$ cat src/rtl/dilc_pkg.sv
package dilc_pkg;
    // Default geometry of the source bus and vectors
    localparam int unsigned SRC_W      = 8;
    localparam int unsigned MASK_W     = 4;
    localparam int unsigned MASK_SHIFT = 3;
    localparam int unsigned RST_BIT    = 7;
    localparam int unsigned CMD_BIT    = 4;
    localparam int unsigned VEC_W      = 8;
    localparam int unsigned VEC_BASE   = 64;
    localparam int unsigned NCPU       = 2;
endpackage

$ cat src/rtl/dilc_prio_enc.sv
module dilc_prio_enc #(
    parameter int unsigned W     = 8,
    localparam int unsigned IDX_W = $clog2(W)
) (
    input  logic [W-1:0]     vec_i,
    output logic [IDX_W-1:0] idx_o
);
    // highest set index wins; 0 when nothing is set
    always_comb begin
        idx_o = '0;
        for (int i = 0; i < int'(W); i++) begin
            if (vec_i[i]) idx_o = IDX_W'(i);
        end
    end
endmodule

$ cat src/rtl/dilc_cpu_lane.sv
module dilc_cpu_lane #(
    parameter int unsigned SRC_W      = 8,
    parameter int unsigned MASK_W     = 4,
    parameter int unsigned MASK_SHIFT = 3,
    parameter int unsigned CMD_BIT    = 4,
    parameter int unsigned VEC_W      = 8,
    parameter int unsigned VEC_BASE   = 64,
    localparam int unsigned IDX_W     = $clog2(SRC_W),
    localparam int unsigned LVL_W     = IDX_W + 1
) (
    input  logic              clk,
    input  logic              rst_n,
    input  logic              clr_i,
    input  logic [SRC_W-1:0]  trig_i,
    input  logic [SRC_W-1:0]  shared_d_i,
    input  logic              cmd_bit_d_i,
    input  logic              mask_we_i,
    input  logic [MASK_W-1:0] mask_wdata_i,
    input  logic              pint_set_i,
    input  logic [LVL_W-1:0]  pint_lvl_i,
    input  logic [VEC_W-1:0]  pint_vec_i,
    input  logic              ack_i,
    output logic [LVL_W-1:0]  lvl_o,
    output logic [LVL_W-1:0]  rec_o,
    output logic [VEC_W-1:0]  vec_o
);
    localparam int unsigned CMD_MBIT = CMD_BIT - MASK_SHIFT;

    typedef struct packed {
        logic [SRC_W-1:0]  pend;
        logic [MASK_W-1:0] mask;
        logic [LVL_W-1:0]  lvl;
        logic [LVL_W-1:0]  ilvl;
        logic [VEC_W-1:0]  ivec;
        logic [LVL_W-1:0]  rec;
    } lane_st_t;

    lane_st_t st_q, st_d;

    logic [SRC_W-1:0]  gate_w;
    logic [SRC_W-1:0]  pend_nx_w;
    logic [MASK_W-1:0] mask_nx_w;
    logic [SRC_W-1:0]  union_w;
    logic [IDX_W-1:0]  top_idx_w;
    logic              ext_wins_w;

    // next pending set and mask, kept apart so the encoder sees them
    always_comb begin
        gate_w          = SRC_W'(st_q.mask) << MASK_SHIFT;
        gate_w[CMD_BIT] = 1'b0;
        pend_nx_w       = clr_i ? '0 : (st_q.pend | (trig_i & gate_w));
        mask_nx_w       = clr_i ? '0 : (mask_we_i ? mask_wdata_i : st_q.mask);
        union_w         = shared_d_i | pend_nx_w;
        union_w[CMD_BIT] = union_w[CMD_BIT] | (mask_nx_w[CMD_MBIT] & cmd_bit_d_i);
    end

    dilc_prio_enc #(.W(SRC_W)) enc_i (
        .vec_i (union_w),
        .idx_o (top_idx_w)
    );

    assign ext_wins_w = st_q.lvl > st_q.ilvl;

    always_comb begin
        st_d      = st_q;
        st_d.pend = pend_nx_w;
        st_d.mask = mask_nx_w;
        st_d.lvl  = {top_idx_w, 1'b0};
        if (ack_i && !ext_wins_w) begin
            st_d.ilvl = '0;
            st_d.rec  = st_q.lvl;
        end
        if (pint_set_i) begin
            st_d.ilvl = pint_lvl_i;
            st_d.ivec = pint_vec_i;
        end
        if (clr_i) begin
            st_d.ilvl = '0;
            st_d.ivec = '0;
            st_d.rec  = '0;
        end
    end

    always_ff @(posedge clk or negedge rst_n) begin
        if (!rst_n) st_q <= '0;
        else        st_q <= st_d;
    end

    assign lvl_o = st_q.lvl;
    assign rec_o = st_q.rec;
    assign vec_o = ext_wins_w ? (VEC_W'(VEC_BASE) + VEC_W'(st_q.lvl >> 1)) : st_q.ivec;
endmodule

$ cat src/rtl/dual_irq_level_ctrl.sv
module dual_irq_level_ctrl #(
    parameter int unsigned SRC_W      = dilc_pkg::SRC_W,
    parameter int unsigned MASK_W     = dilc_pkg::MASK_W,
    parameter int unsigned MASK_SHIFT = dilc_pkg::MASK_SHIFT,
    parameter int unsigned RST_BIT    = dilc_pkg::RST_BIT,
    parameter int unsigned CMD_BIT    = dilc_pkg::CMD_BIT,
    parameter int unsigned VEC_W      = dilc_pkg::VEC_W,
    parameter int unsigned VEC_BASE   = dilc_pkg::VEC_BASE,
    parameter int unsigned NCPU       = dilc_pkg::NCPU,
    localparam int unsigned LVL_W     = $clog2(SRC_W) + 1,
    localparam int unsigned SEL_W     = (NCPU > 1) ? $clog2(NCPU) : 1
) (
    input  logic                  clk,
    input  logic                  rst_n,
    input  logic                  clr_i,
    input  logic [SRC_W-1:0]      trig_i,
    input  logic [NCPU-1:0]       mask_we_i,
    input  logic [MASK_W-1:0]     mask_wdata_i,
    input  logic                  cmd_we_i,
    input  logic [NCPU-1:0]       cmd_wdata_i,
    input  logic [NCPU-1:0]       pint_set_i,
    input  logic [LVL_W-1:0]      pint_lvl_i,
    input  logic [VEC_W-1:0]      pint_vec_i,
    input  logic                  ack_i,
    input  logic [SEL_W-1:0]      ack_sel_i,
    output logic [VEC_W-1:0]      ack_vec_o,
    output logic [NCPU*LVL_W-1:0] lvl_o,
    output logic [NCPU*LVL_W-1:0] rec_o
);
    localparam logic [SRC_W-1:0] RST_ONEHOT = SRC_W'(1) << RST_BIT;

    typedef struct packed {
        logic [SRC_W-1:0] shared;
        logic [NCPU-1:0]  cmd;
    } top_st_t;

    top_st_t st_q, st_d;

    always_comb begin
        st_d        = st_q;
        st_d.shared = st_q.shared | (trig_i & RST_ONEHOT);
        if (cmd_we_i) st_d.cmd = cmd_wdata_i;
        if (clr_i)    st_d = '0;
    end

    always_ff @(posedge clk or negedge rst_n) begin
        if (!rst_n) st_q <= '0;
        else        st_q <= st_d;
    end

    logic [VEC_W-1:0] lane_vec [NCPU];

    for (genvar k = 0; k < int'(NCPU); k++) begin : g_lane
        dilc_cpu_lane #(
            .SRC_W      (SRC_W),
            .MASK_W     (MASK_W),
            .MASK_SHIFT (MASK_SHIFT),
            .CMD_BIT    (CMD_BIT),
            .VEC_W      (VEC_W),
            .VEC_BASE   (VEC_BASE)
        ) lane_i (
            .clk          (clk),
            .rst_n        (rst_n),
            .clr_i        (clr_i),
            .trig_i       (trig_i),
            .shared_d_i   (st_d.shared),
            .cmd_bit_d_i  (st_d.cmd[k]),
            .mask_we_i    (mask_we_i[k]),
            .mask_wdata_i (mask_wdata_i),
            .pint_set_i   (pint_set_i[k]),
            .pint_lvl_i   (pint_lvl_i),
            .pint_vec_i   (pint_vec_i),
            .ack_i        (ack_i && (ack_sel_i == SEL_W'(k))),
            .lvl_o        (lvl_o[k*LVL_W +: LVL_W]),
            .rec_o        (rec_o[k*LVL_W +: LVL_W]),
            .vec_o        (lane_vec[k])
        );
    end

    assign ack_vec_o = lane_vec[ack_sel_i];
endmodule

$ cat config.mk
export PLATFORM = sky130hd
export DESIGN_NAME = dual_irq_level_ctrl
export DESIGN_NICKNAME = d
export VERILOG_FILES = /design/src/rtl/dilc_pkg.sv /design/src/rtl/dilc_prio_enc.sv /design/src/rtl/dilc_cpu_lane.sv /design/src/rtl/dual_irq_level_ctrl.sv
export SDC_FILE = /design/constraint.sdc
export NUM_CORES = 1
export LEC_CHECK = 0
export ABC_AREA = 1
export ABC_CLOCK_PERIOD_IN_PS = 1720
export BUFFER_PORTS_ARGS = -buffer_cell sky130_fd_sc_hd__buf_4
export CAP_MARGIN = 10
export CORE_ASPECT_RATIO = 1.5
export CORE_MARGIN = 2
export CORE_UTILIZATION = 45
export CTS_BUF_LIST = sky130_fd_sc_hd__clkbuf_4 sky130_fd_sc_hd__clkbuf_8
export DETAILED_ROUTE_END_ITERATION = 12
export HOLD_SLACK_MARGIN = 0.08
export PLACE_DENSITY = 0.66
export SLEW_MARGIN = 20
export SYNTH_ARGS = -nofsm -noshare
export SYNTH_HDL_FRONTEND = slang
export SYNTH_HIERARCHICAL = 1
export SYNTH_SLANG_ARGS = --single-unit
$ cat constraint.sdc
create_clock -name clk -period 1.72 [get_ports clk]
set_input_delay 0.172 -clock clk [delete_from_list [all_inputs] [get_ports clk]]
set_output_delay 0.172 -clock clk [all_outputs]
set_load 0.02 [all_outputs]
==> impl_metrics.ini <==
[clock_tree]
clk_latency_ns = 0.34
htree_levels = 3
clkTransAtPathRegs_ns = 0.07
clockBufferDepth = 2
cts-root-buf = clkbuf_8
cts_buffers = 9
cts_tree = yes
clkSinkCount = 67

[worst_hold_path]
hold_class = input port to register
hold_end = g_lane[1].lane_i/st_q[21]
whs_path_depth = 3
min_from = mask_wdata_i[1]

[drt]
wirelength_met1_um = 3140
via_count = 2705
dr_wl_met2_um = 4000
wl_per_cell_um = 13.5
drt-total-wl_um = 7500
ant_nets = 0
highest_layer = met4
first_iter_violations = 145
dr.pass1.iters = 4
drc = 0
vias_per_cell = 4.86
met3_length_um = 252

[die]
die_height_um = 108
start_util_pct = 45.9
core_um2 = 7130
io-pin-count = 60
dieArea_um2 = 7990
row_count = 38
die_w_um = 73.7

[yosys]
yosysWarnings = 6
syn_inst = 401
syn_avg_cell_area_um2 = 8.17
syn_area_um2 = 3270

[final_layout]
most-common-layout-cells = nand2_1 (81), inv_1 (68), dfrtp_1 (67)
layout_commonest_cell = nand2_1
antenna_cells = 0
final_area_um2 = 4160
final_cells = 557
nets = 514
fillerInstances = 667
post-route-util_pct = 58.3
drive_gt1_share_pct = 27.0
syn2layout_area_growth_pct = 26.9

[placement]
dp_hpwl_um = 5420
gp_congestion = 0.834
place_area_um2 = 3680
place_inst = 522
port_buffers = 51
dpl_worst_slack_ns = -0.0380

[critical_path]
start_kind = register
worstReg2RegEnd = g_lane[0].lane_i/st_q[13]
worst-r2r-cell-count = 10
worstPathRequired_ns = 1.55
crit_type = register to output port
end_kind = output port
regToRegSetupSlack_ns = 0.11
critPathMaxFanout = 3
r2r_start = g_lane[0].lane_i/lvl_o[3]
cp.arrival_ns = 1.87

[run_status]
violations = negative setup slack
status = finished, violations left

[timing]
rsz0062_at_grt = yes
hold_ws_ns = 0.0986
fin_ws_ns = -0.322
period_share_pct = 119
setup_viol = 8
max_freq_mhz = 490
slew_violations = 0
hold_viol = 0
tns_ns = -2.31
fin_crit_ns = 2.04
clock_skew_ns = 0.00694

[global_routing]
gr-total-overflow = 0
grt.total_usage_pct = 20.8
grt_pass1_vias = 2746
grt_max_degree = 43
grt_first_pass_wirelength_um = 12500
grt_antenna_before_repair = 0

[power_and_ir_drop]
clock_power_share_pct = 33.2
p_total_mw = 3.83
pwr-share-seq_pct = 44.3
p_sw_share_pct = 29.7
p_int_mw = 2.69
p_sw_mw = 1.14
vdd_drop_max_v = 0.000681
combPwrFrac_pct = 22.5
power.density_nw_per_um2 = 920
p_leak_nw = 2.17

[run]
maxCapViolCount = 0
## state kept, by name (all words and copies together), names as in the netlist
name                  flops
g_lane.lane_i/lvl_o       6
g_lane.lane_i/gate_w      6
st_q                      9
g_lane.lane_i/rec_o       6
g_lane.lane_i/st_q       40
## metal layers
layer  GRT usage [%]  vias to the layer above
met2            36.0                       57
met1            24.7                     1290
met5               0                        -
met4            7.53                        0
met3            5.03                        9
li1                -                     1349
## worst max path at each step
stage	from	endpoint	slack, ns	depth (start not counted)
2_1_floorplan	g_lane[0].lane_i/lvl_o[3]	ack_vec_o[0]	-0.04	8
3_3_place_gp	g_lane[0].lane_i/lvl_o[3]	ack_vec_o[0]	-0.00007	9
3_5_place_dp	g_lane[0].lane_i/lvl_o[3]	ack_vec_o[0]	-0.04	9
4_1_cts	g_lane[0].lane_i/lvl_o[2]	ack_vec_o[6]	-0.34	10
5_1_grt	g_lane[1].lane_i/lvl_o[3]	ack_vec_o[0]	-0.44	10
6_report	g_lane[0].lane_i/lvl_o[3]	ack_vec_o[6]	-0.32	10
## worst max-delay path: stages (launching register included)
cell	delay [ns]
dfrtp_1	0.42
ha_4	0.30
nand2_1	0.06
nand3_2	0.08
nand2_2	0.08
buf_4	0.14
buf_6	0.10
nand2_2	0.05
inv_2	0.04
o21ai_2	0.12
buf_6	0.13
## final cells by class
type | count | area (um2) | area share (%)
clock buffer | 9 | 124 | 2.98
clock inverter | 7 | 68.8 | 1.66
inverter | 81 | 312 | 7.50
multi-input combinational | 230 | 1180 | 28.5
sequential | 67 | 1680 | 40.3
tap | 80 | 100 | 2.41
timing repair buffer | 83 | 691 | 16.6
## what timing repair did
action,4_1_cts,5_1_grt
hold buffers,16,0
endpoints found under the setup margin,8,15
gates resized for setup,17,11
pin swaps,2,4
buffers inserted,3,0
hold endpoints to repair,94,0
## power groups by stage
stage | sequential [mW] | combinational [mW] | clock [mW]
2_1_floorplan | 1.72 | 0.443 | 0
6_report | 1.70 | 0.861 | 1.27
3_5_place_dp | 1.72 | 0.726 | 0
4_1_cts | 1.69 | 0.826 | 1.31
5_1_grt | 1.70 | 0.955 | 1.38
3_3_place_gp | 1.72 | 0.711 | 0
Note: power is estimated with default switching activity, not from simulation.
